### config.mk
export PLATFORM = sky130hd
export DESIGN_NAME = twolevel_walker
export DESIGN_NICKNAME = d
export VERILOG_FILES = /design/src/rtl/walk_pkg.sv /design/src/rtl/walk_entry_addr.sv /design/src/rtl/walk_pte_decode.sv /design/src/rtl/walk_fsm.sv /design/src/rtl/twolevel_walker.sv
export SDC_FILE = /design/constraint.sdc
export NUM_CORES = 1
export LEC_CHECK = 0
export CORE_UTILIZATION = 44
export DETAILED_ROUTE_END_ITERATION = 8
export GPL_TIMING_DRIVEN = 0
export PLACE_DENSITY = 0.77
export REMOVE_ABC_BUFFERS = 1
export SETUP_SLACK_MARGIN = 0.2
export SLEW_MARGIN = 10
export SYNTH_ARGS = -nofsm -noshare
export SYNTH_HDL_FRONTEND = slang
export SYNTH_SLANG_ARGS = --single-unit
### constraint.sdc
create_clock -name clk -period 2.4 [get_ports clk]
set_input_delay 0.48 -clock clk [delete_from_list [all_inputs] [get_ports clk]]
set_output_delay 0.48 -clock clk [all_outputs]
set_load 0.02 [all_outputs]
### src/rtl/walk_pkg.sv
package walk_pkg;

    // Walk controller states
    typedef enum logic [2:0] {
        WS_IDLE       = 3'd0,
        WS_READ_OUTER = 3'd1,
        WS_READ_INNER = 3'd2,
        WS_DONE       = 3'd3,
        WS_FAULT      = 3'd4
    } walk_state_e;

    // Which table level produced a fault
    typedef enum logic {
        LVL_OUTER = 1'b0,
        LVL_INNER = 1'b1
    } walk_level_e;

endpackage

### src/rtl/walk_entry_addr.sv
// Entry address of one table level: table base plus index scaled by entry size.
module walk_entry_addr #(
    parameter int ADDR_W      = 32,
    parameter int IDX_W       = 10,
    parameter int ENTRY_SHIFT = 2
) (
    input  logic [ADDR_W-1:0] table_base,
    input  logic [IDX_W-1:0]  index,
    output logic [ADDR_W-1:0] entry_addr
);
    localparam int PAD_W = ADDR_W - IDX_W;

    logic [ADDR_W-1:0] index_wide;

    always_comb begin
        index_wide = {{PAD_W{1'b0}}, index};
        entry_addr = table_base + (index_wide << ENTRY_SHIFT);
    end
endmodule

### src/rtl/walk_pte_decode.sv
// Splits a table entry into its valid flag and its frame number.
module walk_pte_decode #(
    parameter int PTE_W   = 32,
    parameter int OFF_W   = 10,
    parameter int FRAME_W = PTE_W - OFF_W
) (
    input  logic [PTE_W-1:0]   pte,
    output logic               pte_valid,
    output logic [FRAME_W-1:0] pte_frame
);
    always_comb begin
        pte_valid = pte[0];
        pte_frame = pte[PTE_W-1:OFF_W];
    end
endmodule

### src/rtl/walk_fsm.sv
// Walk controller: state register plus one output/next-state process.
module walk_fsm
    import walk_pkg::*;
(
    input  logic        clk,
    input  logic        rst_n,
    input  logic        req_valid,
    input  logic        mem_ack,
    input  logic        pte_valid,
    output walk_state_e state,
    output logic        accept,
    output logic        outer_ok,
    output logic        outer_bad,
    output logic        inner_ok,
    output logic        inner_bad,
    output logic        sel_inner,
    output logic        req_ready,
    output logic        mem_req,
    output logic        done_valid,
    output logic        fault_valid
);
    walk_state_e state_q, state_d;

    always_ff @(posedge clk or negedge rst_n) begin
        if (!rst_n) state_q <= WS_IDLE;
        else        state_q <= state_d;
    end

    always_comb begin
        state_d     = state_q;
        accept      = 1'b0;
        outer_ok    = 1'b0;
        outer_bad   = 1'b0;
        inner_ok    = 1'b0;
        inner_bad   = 1'b0;
        sel_inner   = 1'b0;
        req_ready   = 1'b0;
        mem_req     = 1'b0;
        done_valid  = 1'b0;
        fault_valid = 1'b0;
        unique case (state_q)
            WS_IDLE: begin
                req_ready = 1'b1;
                if (req_valid) begin
                    accept  = 1'b1;
                    state_d = WS_READ_OUTER;
                end
            end
            WS_READ_OUTER: begin
                mem_req = 1'b1;
                if (mem_ack) begin
                    if (pte_valid) begin
                        outer_ok = 1'b1;
                        state_d  = WS_READ_INNER;
                    end else begin
                        outer_bad = 1'b1;
                        state_d   = WS_FAULT;
                    end
                end
            end
            WS_READ_INNER: begin
                mem_req   = 1'b1;
                sel_inner = 1'b1;
                if (mem_ack) begin
                    if (pte_valid) begin
                        inner_ok = 1'b1;
                        state_d  = WS_DONE;
                    end else begin
                        inner_bad = 1'b1;
                        state_d   = WS_FAULT;
                    end
                end
            end
            WS_DONE: begin
                done_valid = 1'b1;
                state_d    = WS_IDLE;
            end
            WS_FAULT: begin
                fault_valid = 1'b1;
                state_d     = WS_IDLE;
            end
            default: state_d = WS_IDLE;
        endcase
    end

    assign state = state_q;
endmodule

### src/rtl/twolevel_walker.sv
// Two-level page table walker, 1 KB pages, 12/10/10 address split by default.
module twolevel_walker
    import walk_pkg::*;
#(
    parameter int ADDR_W      = 32,
    parameter int OFF_W       = 10,
    parameter int INNER_W     = 10,
    parameter int ENTRY_SHIFT = 2
) (
    input  logic              clk,
    input  logic              rst_n,
    input  logic              req_valid,
    input  logic [ADDR_W-1:0] req_vaddr,
    input  logic [ADDR_W-1:0] base_reg,
    output logic              req_ready,
    output logic              mem_req,
    output logic [ADDR_W-1:0] mem_addr,
    input  logic              mem_ack,
    input  logic [ADDR_W-1:0] mem_rdata,
    output logic              done_valid,
    output logic [ADDR_W-1:0] done_paddr,
    output logic              fault_valid,
    output logic              fault_level
);
    localparam int OUTER_W  = ADDR_W - OFF_W - INNER_W;
    localparam int FRAME_W  = ADDR_W - OFF_W;
    localparam int INNER_LO = OFF_W;
    localparam int OUTER_LO = OFF_W + INNER_W;

    // Captured request and walk progress
    logic [ADDR_W-1:0]  va_q;
    logic [ADDR_W-1:0]  base_q;
    logic [ADDR_W-1:0]  inner_tbl_q;
    logic [FRAME_W-1:0] frame_q;
    walk_level_e        level_q;

    // Controller handshakes
    walk_state_e state;
    logic        accept, outer_ok, outer_bad, inner_ok, inner_bad, sel_inner;

    // Decoded entry
    logic               pte_valid;
    logic [FRAME_W-1:0] pte_frame;

    // Candidate read addresses
    logic [ADDR_W-1:0] outer_addr, inner_addr;

    walk_fsm u_fsm (
        .clk         (clk),
        .rst_n       (rst_n),
        .req_valid   (req_valid),
        .mem_ack     (mem_ack),
        .pte_valid   (pte_valid),
        .state       (state),
        .accept      (accept),
        .outer_ok    (outer_ok),
        .outer_bad   (outer_bad),
        .inner_ok    (inner_ok),
        .inner_bad   (inner_bad),
        .sel_inner   (sel_inner),
        .req_ready   (req_ready),
        .mem_req     (mem_req),
        .done_valid  (done_valid),
        .fault_valid (fault_valid)
    );

    walk_pte_decode #(
        .PTE_W (ADDR_W),
        .OFF_W (OFF_W)
    ) u_dec (
        .pte       (mem_rdata),
        .pte_valid (pte_valid),
        .pte_frame (pte_frame)
    );

    walk_entry_addr #(
        .ADDR_W      (ADDR_W),
        .IDX_W       (OUTER_W),
        .ENTRY_SHIFT (ENTRY_SHIFT)
    ) u_outer_addr (
        .table_base (base_q),
        .index      (va_q[ADDR_W-1:OUTER_LO]),
        .entry_addr (outer_addr)
    );

    walk_entry_addr #(
        .ADDR_W      (ADDR_W),
        .IDX_W       (INNER_W),
        .ENTRY_SHIFT (ENTRY_SHIFT)
    ) u_inner_addr (
        .table_base (inner_tbl_q),
        .index      (va_q[OUTER_LO-1:INNER_LO]),
        .entry_addr (inner_addr)
    );

    always_ff @(posedge clk or negedge rst_n) begin
        if (!rst_n) begin
            va_q        <= '0;
            base_q      <= '0;
            inner_tbl_q <= '0;
            frame_q     <= '0;
            level_q     <= LVL_OUTER;
        end else begin
            if (accept) begin
                va_q   <= req_vaddr;
                base_q <= base_reg;
            end
            if (outer_ok)  inner_tbl_q <= {pte_frame, {OFF_W{1'b0}}};
            if (inner_ok)  frame_q     <= pte_frame;
            if (outer_bad) level_q     <= LVL_OUTER;
            if (inner_bad) level_q     <= LVL_INNER;
        end
    end

    always_comb begin
        mem_addr    = sel_inner ? inner_addr : outer_addr;
        done_paddr  = {frame_q, va_q[OFF_W-1:0]};
        fault_level = level_q;
    end
endmodule

* Word-level counts from Yosys, hierarchy flattened
Cells that the tools add are included.
Operators by class: add/subtract/negate cells 2, multipliers 0, divide/modulo/power cells 0, magnitude comparators 0, eq/ne operators 7, shifts and indexed selects 0, multiplexer cells 24, bitwise logic cells 0, reductions and logical operators 4
Operators with widths (number):
- 32-bit by 12-bit adder with 32-bit output | 1
- 32-bit by 14-bit adder with 32-bit output | 1
- 32-bit two-way mux | 1
- 1-bit two-way mux | 17
- 3-bit two-way mux | 5
- 3-bit case mux with 3 select lines | 1
- 3-bit by 2-bit == test with 1-bit output (second input constant) | 2
- 2-bit != test (second input constant) | 3
- 3-bit by 1-bit == test with 1-bit output (second input constant) | 1
- 3-bit == test (second input constant) | 1
- 3-bit logical NOT | 1
- 3-bit AND reduction | 1
- 2-bit nonzero test | 1
- 2-bit OR reduction | 1
Storage, ports and cells: register bits after elaboration 112, bits in latches 0, bits in writable memories 0, bits in read-only memories 0, input bits 100, output and inout port bits 69, memories kept 0

* Longest topological paths before layout
Gate-level depths: netlist of run 1.
word-level depth 5, depth in mapped cells 8, depth with buffers taken out 8

* By module
A second synthesis of run 1 with hierarchy kept.
Second synthesis, totals: cells, all modules 585, area, all modules 7074.3 um^2
By module, submodules not included:
- twolevel_walker | times used 1, cells an instance 277, area each 4840.9 um^2, sequential area each 2727.6 um^2
- walk_entry_addr (u_outer_addr) | times used 1, cells an instance 138, area each 960.9 um^2, sequential area each 0.0 um^2
- walk_entry_addr (u_inner_addr) | times used 1, cells an instance 121, area each 879.6 um^2, sequential area each 0.0 um^2
- walk_fsm | times used 1, cells an instance 26, area each 220.2 um^2, sequential area each 75.1 um^2
- walk_pte_decode | times used 1, cells an instance 23, area each 172.7 um^2, sequential area each 0.0 um^2

* Least setup slack after synthesis of run 1
Ideal clock, no wire load.
path type reg2out, start register base_q[2], end output mem_addr[16], data arrival time 2.335 ns, data required time 1.920 ns, setup slack -0.415 ns, cell stages (with the launch flop) 9, path buffers 0, cell sequence dfrtp_1 > ha_1 > fa_1 > a21oi_1 > o2bb2ai_1 > o211ai_2 > a21oi_1 > xnor2_1 > o21ai_0
On the way: cells in the longest elaborated chain, start to end 2
RTL lines:
- start: declaration | RTL line twolevel_walker.sv:32 | logic [ADDR_W-1:0] base_q;
- start signal: assignment | RTL line twolevel_walker.sv:106 | base_q <= base_reg;
- 32-bit by 14-bit adder with 32-bit output | RTL line walk_entry_addr.sv:17 | entry_addr = table_base + (index_wide << ENTRY_SHIFT);
- 32-bit two-way mux | RTL line twolevel_walker.sv:116 | mem_addr = sel_inner ? inner_addr : outer_addr;
- end: declaration | RTL line twolevel_walker.sv:17 | output logic [ADDR_W-1:0] mem_addr,
Every way passes these cells.

* Worst setup path after layout of run 1
start register base_q[2], end output mem_addr[30]
The elaborated chain is that of the path after synthesis.

==> reports/results.ini, run 1 <==
[pwr]
p_per_area_nw_per_um2=1728
power_switching_mw=6.885
sw_frac_of_total=0.4318
peakVddDrop_v=0.0009430
internal_power_mw=9.060
combPwrFrac=0.668
pwr-share-clk=0.099
p_leak_nw=3.726
p_total_mw=15.95
seqPwrFrac=0.232

[clocking]
cts.sinks=112
cts.htree.levels=3
cts_made_buffers=9
cts_tree=done
cts_root_buf=clkbuf_16
clkTransAtPathRegs_ns=0.07
cts_buffer_depth=2
worstSkewPairLatency_ns=0.35

[floorplan]
num_rows=42
initial_core_util=0.4517
die_y_um=118.8
die_w_um=118.8
die-area_um2=14120
core_um2=13300
ios=169

[worst_setup_path]
cp_slowest_stage_delay_ns=0.40
start_kind=register
required_ns=1.92
path_cells=ha_2 > fa_2 > a21oi_4 > o2bb2ai_4 > o211ai_4 > buf_12 > a211oi_2 > xnor2_1 > a21oi_1 > buf_4
endpoint_kind=output pin
critical_path.slowest_cell=dfrtp_1
crit_fanout=9
setup.worst_path.class=reg2out
worst_ep_arrival_time_ns=2.58
rrSetupSlack_ns=0.36

[timing]
setup_violations=26
rsz0062_at_grt=yes
report.final.slew_viol_count=0
timing.fmax_mhz=326.4
worstMarginPinSlew_ns=0.5907
finalSetupTns_ns=-12.72
finalHoldViolCount=0
period_needed_ns=3.063
setup_slack_ns=-0.6635
slew_headroom=0.6062
clock_skew_ns=0.003995
fin_crit_sh=1.276

[finish]
drive_above_1_share=0.3995
antennaDiodeCount=0
layout.nets=867
n_fill_cell=971
postLayoutCoreUtil=0.6941
synthToLayoutAreaGrowth_pct=53.65
fin_area_um2=9228

[synth]
ys_ff_latch=112
synth_edf_count=0
syn_inst=536
yosysWarnings=0
avgSynthCellArea_um2=11.20
synth.largest_area_cell=dfrtp_1
synth-async-reset-ratio=1.000
synth_top_area_frac=0.4667
synth.cell_area_um2=6006
synth_seq_area_share=0.4667
ys_top_cells_by_count=dfrtp_1 (112), mux2_2 (89), nand2_1 (48)
netlist-cell-type-count=52
ys.flop_type=dfrtp_1
ys_top_cells_by_area=dfrtp_1 (47%), mux2_2 (17%), xnor2_1 (5.1%)
post-synth-top-count-cell=dfrtp_1

[route]
vias=5042
ant_nets=0
drt_iter0_drc=266
first_pass_iters=5
wl_per_cell_um=18.95
routed_wl_um=17660
drc_errors=0
drt-vias-per-instance=5.410

[run_status]
status=finished, violations left
violations=negative setup slack

[placed_design]
pre_cts_ws_ns=-1.113
io_buffers=159
detailed_place_hpwl_um=10630
gp_congestion=0.7714
dpl_cell_area_um2=7787

[global_route]
grt_pass1_wl_um=26070
overflow=0
grt_max_degree=71
antenna_found_initial=0
grt_pass1_vias=5222
grt_usage=0.2395

[flow_run]
maxCapViolCount=0

[hold_path]
hold_class=in2async

-- kinds of logic after synthesis --
group	share of synthesized area
simple gates	0.1119
compound gates	0.09125
flops	0.4667
fa+ha+maj	0.03583
mux	0.1996
buf+inv	0.02917
xor+xnor	0.06562
-- cell type report --
class	instances	area (µm²)	share of cell area
clock buffers	11	252.7	0.02739
clock inverters	5	63.81	0.006915
inverters	13	48.80	0.005288
multi-input cells	388	3672	0.3980
flip-flops and latches	112	2806	0.3041
well taps	176	220.2	0.02386
repair buffers	227	2163	0.2344
-- worst paths after layout --
path / start / end / cells past startpoint
min in group clk: va_q[8] / va_q[8] / 1
min: rst_n / va_q[8] / 1
min reg2reg: va_q[8] / va_q[8] / 1
max: base_q[2] / mem_addr[30] / 10
max reg2reg: u_fsm.state[0] / frame_q[1] / 5
max in group asynchronous: rst_n / u_fsm.state[2] / 2
-- placed cells by master (no fill, tap or decap), types with 12 or more instances in the layout --
cell and count:
clkdlybuf4s50_1 121, dfrtp_1 109, mux2_2 89, buf_4 74
nand2_1 41, xnor2_1 30, nor2_1 20, buf_6 19
a21oi_1 14, inv_1 13, mux2_1 13, o21ai_1 12
-- timing repair --
| item | 4_1_cts | 5_1_grt |
|---|---|---|
| setup endpoints to repair | 58 | 44 |
| hold endpoints to repair | 0 | 0 |
| gates cloned | 2 | 0 |
| hold buffers | 0 | 0 |
| gates resized for setup | 265 | 46 |
| pin swaps | 47 | 26 |
| buffers inserted | 37 | 27 |
-- power groups by stage --
| stage | Clock, mW | Sequential [mW] | Combinational [mW] |
|---|---|---|---|
| 6_report | 1.58 | 3.70 | 10.7 |
| 3_5_place_dp | 0 | 3.65 | 7.92 |
| 5_1_grt | 1.71 | 3.83 | 11.3 |
| 3_3_place_gp | 0 | 3.56 | 7.75 |
| 2_1_floorplan | 0 | 3.79 | 4.57 |
| 4_1_cts | 1.61 | 3.67 | 9.36 |
-- registers in the layout, summed over array words and instances (netlist names) --
signal,cells
u_fsm.state,3
inner_tbl_q,22
base_q,32
frame_q,22
fault_level,1
va_q,32
-- stage by stage --
step	hold slack (ns)	cells
after detailed placement	0.4278	850
after global placement	0.4598	846
after CTS	0.03782	905
after floorplan	0.1844	511
final	0.03841	932
after global routing	0.05839	932
-- worst max-delay path: cells and delay by family (launching register included) --
| kind | cells | cell delay, ns |
|---|---|---|
| compound gates | 5 | 0.76 |
| fa+ha+maj | 2 | 0.58 |
| flops | 1 | 0.40 |
| buf+inv | 2 | 0.33 |
| xor+xnor | 1 | 0.16 |
-- routing by layer --
metal | vias up | GRT usage | part of all wire
met5 | - | 0 | 0
met4 | 0 | 0.08070 | 0.026
met3 | 35 | 0.07519 | 0.064
met2 | 167 | 0.4152 | 0.51
met1 | 2504 | 0.2798 | 0.40
li1 | 2336 | - | -
Note: power is estimated with default switching activity, not from simulation.
==> run 2: changes to the inputs <==
--- a/config.mk
+++ b/config.mk
@@ -10,7 +10,7 @@
 export GPL_TIMING_DRIVEN = 0
 export PLACE_DENSITY = 0.77
 export REMOVE_ABC_BUFFERS = 1
-export SETUP_SLACK_MARGIN = 0.2
+export SETUP_SLACK_MARGIN = 0.05
 export SLEW_MARGIN = 10
 export SYNTH_ARGS = -nofsm -noshare
 export SYNTH_HDL_FRONTEND = slang
==> run 2 against run 1 <==
Compared with the run above:
- the run still ends with negative setup slack left
- maximum frequency is 0.89% lower
- total power shrank 0.71%
- first-iteration DRC count is 2.6% lower
- critical path depth stayed put
- clock skew about the same
- critical path type unchanged
- highest routed layer unchanged
==> reports/results.ini, run 2 (synthesis results as in run 1) <==
[worst_setup_path]
endpoint_kind=output pin
critical_path.slowest_cell=dfrtp_1
crit_fanout=9  ; unchanged
start_kind=register
cp_slowest_stage_delay_ns=0.40  ; about the same
path_cells=ha_2 > fa_2 > a21oi_4 > o2bb2ai_4 > o211ai_4 > buf_12 > a211oi_2 > xnor2_1 > a21oi_1 > buf_4
worst_ep_arrival_time_ns=2.61  ; +0.03 ns
required_ns=1.92  ; about the same
setup.worst_path.class=reg2out

[finish]
antennaDiodeCount=0  ; unchanged
layout_common_cells=clkdlybuf4s50_1 (124), dfrtp_1 (109), mux2_2 (89)
reg_top3=base_q x32, va_q x32
final_common_cell=clkdlybuf4s50_1
drive_above_1_share=0.3899  ; -0.009550
n_fill_cell=968  ; -0.31%
synthToLayoutAreaGrowth_pct=52.50
postLayoutCoreUtil=0.6889  ; -0.005176
layout.nets=865  ; -0.23%

[hold_path]
hold_class=in2async

[timing]
setup_violations=26  ; unchanged
setup_slack_ns=-0.6910  ; -0.02755 ns
rsz0062_at_grt=yes
slew_headroom=0.5897  ; -0.01654
worstMarginPinSlew_ns=0.6155  ; +0.02480 ns
timing.fmax_mhz=323.5  ; -0.89%
period_needed_ns=3.091  ; +0.02755 ns
holdWs_ns=0.03736  ; -0.001054 ns
report.final.slew_viol_count=0  ; unchanged
finalHoldViolCount=0  ; unchanged
fin_crit_sh=1.288  ; +0.01148
clock_skew_ns=0.003975  ; -0.00002081 ns

[placed_design]
gp_congestion=0.7714  ; unchanged
io_buffers=159  ; unchanged
detailed_place_hpwl_um=10630  ; unchanged

[pwr]
p_total_mw=15.83  ; -0.71%
p_per_area_nw_per_um2=1729  ; about the same
peakVddDrop_v=0.0009485  ; +0.58%
p_leak_nw=3.686  ; -1.1%

[clocking]
cts_made_buffers=9  ; unchanged
cts.htree.levels=3  ; unchanged
worstSkewPairLatency_ns=0.35  ; about the same
cts.sinks=112  ; unchanged
cts_root_buf=clkbuf_16
cts_tree=done
cts_hold_buf=0  ; unchanged
clkTransAtPathRegs_ns=0.07  ; about the same
cts_buffer_depth=2  ; unchanged

[flow_run]
maxCapViolCount=0  ; unchanged

[global_route]
overflow=0  ; unchanged
grt_pass1_vias=5199  ; -0.44%
grt_max_degree=71  ; unchanged
antenna_found_initial=0  ; unchanged
grt_pass1_wl_um=26000  ; -0.26%
grt_usage=0.2393  ; about the same

[run_status]
status=finished, violations left
violations=negative setup slack

[route]
drt-vias-per-instance=5.329  ; -1.5%
drc_errors=0  ; unchanged
first_pass_iters=6  ; +1
ant_nets=0  ; unchanged
wl_per_cell_um=18.26  ; -3.6%
drt_iter0_drc=259  ; -2.6%
routed_wl_um=16980  ; -3.8%
vias=4956  ; -1.7%

[floorplan]
initial_core_util=0.4517  ; unchanged
die_w_um=118.8  ; unchanged
num_rows=42  ; unchanged
core_um2=13300  ; unchanged
ios=169  ; unchanged
die_y_um=118.8  ; unchanged
die-area_um2=14120  ; unchanged

-- run 2: routing by layer --
| metal | vias up | share of wire | track usage |
|---|---|---|---|
| met5 | - | 0 | 0 |
| met4 | 0 | 0.023 | 0.07437 |
| met3 | 27 | 0.065 | 0.07759 |
| met2 | 149 | 0.50 | 0.4181 |
| met1 | 2453 | 0.41 | 0.2776 |
| li1 | 2327 | - | - |
-- run 2: final timing paths --
path / startpoint / to / slack [ns] / cells past startpoint
worst max-delay path: base_q[2] / mem_addr[30] / -0.69 / 10
worst min-delay path: rst_n / va_q[8] / 0.04 / 1
worst max register to register: u_fsm.state[0] / frame_q[11] / 0.29 / 4
worst min register to register: base_q[0] / base_q[0] / 0.49 / 1
max in group asynchronous: rst_n / u_fsm.state[2] / 1.65 / 2
min in group clk: base_q[0] / base_q[0] / 0.49 / 1
-- run 2: cell type report --
| cell class | instances | area, µm² | share of cell area |
|---|---|---|---|
| multi-input combinational | 390 | 3659 | 0.3995 |
| sequential | 112 | 2806 | 0.3064 |
| timing repair buffer | 223 | 2108 | 0.2302 |
| clock buffer | 11 | 252.7 | 0.02760 |
| inverter | 13 | 48.80 | 0.005328 |
| clock inverter | 5 | 63.81 | 0.006967 |
| tap | 176 | 220.2 | 0.02404 |
-- run 2: worst max-delay path, delay by kind of cell (launching register included) --
family / cells / cell delay (ns)
XOR/XNOR: 1 / 0.21
AO/OA/AOI/OAI: 5 / 0.72
buffers and inverters: 2 / 0.35
adder cells (fa/ha/maj): 2 / 0.58
flip-flops: 1 / 0.40
-- run 2: report_power, final --
group / internal, mW / switching (mW) / total [mW]
logic: 5.34 / 5.22 / 10.6
registers: 2.84 / 0.855 / 3.70
clock network: 0.874 / 0.699 / 1.57
total: 9.05 / 6.78 / 15.8
-- run 2: stage by stage --
step | TNS (ns) | setup slack (ns) | instances | area [µm²]
6_report | -12.80 | -0.6910 | 930 | 9159
4_1_cts | -11.82 | -0.6297 | 902 | 8778
5_1_grt | -15.10 | -0.7666 | 930 | 9159
3_5_place_dp | -35.72 | -1.113 | 850 | 7787
3_3_place_gp | -531.72 | -3.364 | 846 | 7691
2_1_floorplan | -55.58 | -0.7742 | 511 | 5879
-- run 2: what timing repair did --
item                                    in CTS  in global routing
pin swaps                                   44                 25
buffers inserted                            34                 26
endpoints found under the setup margin      55                 43
resized for setup                          245                 41
cloned                                       2                  2
==> run 3: changes to the inputs <==
--- a/config.mk
+++ b/config.mk
@@ -5,12 +5,15 @@
 export SDC_FILE = /design/constraint.sdc
 export NUM_CORES = 1
 export LEC_CHECK = 0
-export CORE_UTILIZATION = 44
+export CELL_PAD_IN_SITES_DETAIL_PLACEMENT = 0
+export CELL_PAD_IN_SITES_GLOBAL_PLACEMENT = 1
+export CORE_UTILIZATION = 34
+export CTS_CLUSTER_DIAMETER = 100
 export DETAILED_ROUTE_END_ITERATION = 8
 export GPL_TIMING_DRIVEN = 0
-export PLACE_DENSITY = 0.77
+export PLACE_DENSITY_LB_ADDON = 0.1
 export REMOVE_ABC_BUFFERS = 1
-export SETUP_SLACK_MARGIN = 0.05
+export SETUP_SLACK_MARGIN = 0.4
 export SLEW_MARGIN = 10
 export SYNTH_ARGS = -nofsm -noshare
 export SYNTH_HDL_FRONTEND = slang
==> run 3 against run 2 <==
Compared with the run above:
- the flow still finishes with violations (negative setup slack)
- total power fell by 3.2%
- routed wire length rose by 6.5%
- clock power fell by 4%
- clock-buffer cell count did not move
- sequential share of layout area fell by 0.34 points
- critical path depth did not move
- non-clock buffer count rose by 7
==> reports/results.ini, run 3 (synthesis results as in run 1) <==
[run_status]
status=finished, violations left
violations=negative setup slack

[pwr]
p_per_area_nw_per_um2=1652  ; -4.4%
peakVddDrop_v=0.0008776  ; -7.5%
p_leak_nw=3.717  ; +0.85%
power_switching_mw=6.548  ; -3.4%
seqPwrFrac=0.239  ; +0.005
sw_frac_of_total=0.4274  ; -0.0007833
pwr-share-clk=0.098  ; about the same
combPwrFrac=0.663  ; -0.004
internal_power_mw=8.774  ; -3.1%

[finish]
synthToLayoutAreaGrowth_pct=54.44
drive_above_1_share=0.4034  ; +0.01350
layout_common_cells=clkdlybuf4s50_1 (122), dfrtp_1 (108), mux2_2 (89)
finalNonFillerCells=986  ; +6.0%
final_common_cell=clkdlybuf4s50_1
postLayoutCoreUtil=0.5362  ; -0.1526
antennaDiodeCount=0  ; unchanged
n_fill_cell=1533  ; +58%
layout.nets=872  ; +0.81%
reg_top3=base_q x32, va_q x32

[route]
drc_errors=0  ; unchanged
wl_per_cell_um=18.34  ; +0.44%
routed_wl_um=18080  ; +6.5%
drt-vias-per-instance=4.932  ; -7.4%
ant_nets=0  ; unchanged
vias=4863  ; -1.9%
first_pass_iters=4  ; -2
drt_iter0_drc=113  ; -56%

[timing]
period_needed_ns=3.065  ; -0.02589 ns
worstMarginPinSlew_ns=0.7310  ; +0.1155 ns
slew_headroom=0.5121  ; -0.07755
setup_slack_ns=-0.6651  ; +0.02589 ns
timing.fmax_mhz=326.2  ; +0.84%
rsz0062_at_grt=yes
finalSetupTns_ns=-13.37  ; -0.5712 ns
report.final.slew_viol_count=0  ; unchanged
setup_violations=27  ; +3.8%
holdWs_ns=0.05278  ; +0.01542 ns
fin_crit_sh=1.277  ; -0.01079
finalHoldViolCount=0  ; unchanged
clock_skew_ns=0.01032  ; +0.006344 ns

[worst_setup_path]
cp_slowest_stage_delay_ns=0.42  ; +0.02 ns
endpoint_kind=output pin
setup.worst_path.class=reg2out
start_kind=register
worst_ep_arrival_time_ns=2.59  ; -0.02 ns
critical_path.slowest_cell=dfrtp_1
path_cells=ha_4 > fa_2 > a21oi_4 > o2bb2ai_4 > o211ai_4 > buf_12 > a21oi_1 > xnor2_1 > o21ai_1 > buf_4
required_ns=1.92  ; about the same
crit_fanout=9  ; unchanged
cp_top_family=compound AO/OA/AOI/OAI gates
crit_buf_inv=2  ; unchanged

[placed_design]
io_buffers=159  ; unchanged
gp_congestion=0.7729  ; +0.19%
pre_cts_ws_ns=-1.306  ; -0.1934 ns
detailed_place_hpwl_um=11320  ; +6.5%
dp.cells=898  ; +5.6%

[floorplan]
die_w_um=134.9  ; +14%
ios=169  ; unchanged
initial_core_util=0.3472  ; -0.1045
num_rows=48  ; +14%
die_y_um=134.9  ; +14%
die-area_um2=18200  ; +29%
core_um2=17300  ; +30%

[global_route]
grt_max_degree=63  ; -11%
grt_pass1_vias=5057  ; -2.7%
grt_pass1_wl_um=27170  ; +4.5%
grt_usage=0.1973  ; -0.04196
antenna_found_initial=0  ; unchanged
overflow=0  ; unchanged

[clocking]
cts.htree.levels=3  ; unchanged
worstSkewPairLatency_ns=0.36  ; about the same
cts_made_buffers=9  ; unchanged
cts_buffer_depth=2  ; unchanged
clkTransAtPathRegs_ns=0.08  ; about the same
cts.sinks=112  ; unchanged
cts_tree=done
cts_root_buf=clkbuf_16

[flow_run]
maxCapViolCount=0  ; unchanged

[hold_path]
hold_class=in2async

run 3: worst reg2reg max path: stages, from the launching register on:
cell and delay (ns):
dfrtp_2 0.43, buf_4 0.16, nor3_1 0.24, and2_4 0.32, clkbuf_16 0.27, mux2_2 0.37
run 3: timing repair:
item | 4_1_cts | 5_1_grt
endpoints found under the setup margin | 68 | 85
gates cloned | 3 | 2
gates resized for setup | 222 | 72
buffers inserted | 39 | 28
hold buffers | 0 | 0
pin swaps | 42 | 30
run 3: final timing paths:
check | from | to | slack [ns] | cells past startpoint
min reg2reg | base_q[0] | base_q[0] | 0.50 | 1
max reg2reg | u_fsm.state[1] | va_q[24] | 0.49 | 5
min in group clk | base_q[0] | base_q[0] | 0.50 | 1
max in group asynchronous | rst_n | base_q[19] | 1.62 | 2
max | va_q[20] | mem_addr[16] | -0.67 | 10
min | rst_n | base_q[0] | 0.05 | 1
run 3: area by class of cell:
cell class,count,area [µm²],area share
multi-input cells,390,3641,0.3926
clock inverters,5,38.79,0.004182
repair buffers,230,2202,0.2374
clock buffers,11,252.7,0.02725
flip-flops and latches,112,2810,0.3030
inverters,13,48.80,0.005261
well taps,225,281.5,0.03035
run 3: metal layers:
layer,global-route usage,vias to the layer above,share of wire
met3,0.04354,19,0.046
met4,0.06804,0,0.023
met5,0,-,0
met2,0.3351,119,0.49
li1,-,2341,-
met1,0.2469,2384,0.44
run 3: power by group through the flow:
stage | clock network (mW) | logic [mW] | registers, mW
after floorplan | 0 | 4.57 | 3.79
after global placement | 0 | 7.86 | 3.59
after detailed placement | 0 | 7.95 | 3.65
after CTS | 1.56 | 9.29 | 3.67
after global routing | 1.61 | 10.9 | 3.81
final | 1.50 | 10.2 | 3.67
run 3: metrics by stage:
| step | cell area (µm²) | power [mW] |
|---|---|---|
| floorplan | 5879 | 8.362 |
| global placement | 7752 | 11.45 |
| detailed placement | 7839 | 11.60 |
| CTS | 8869 | 14.52 |
| global route | 9275 | 16.28 |
| finish | 9275 | 15.32 |
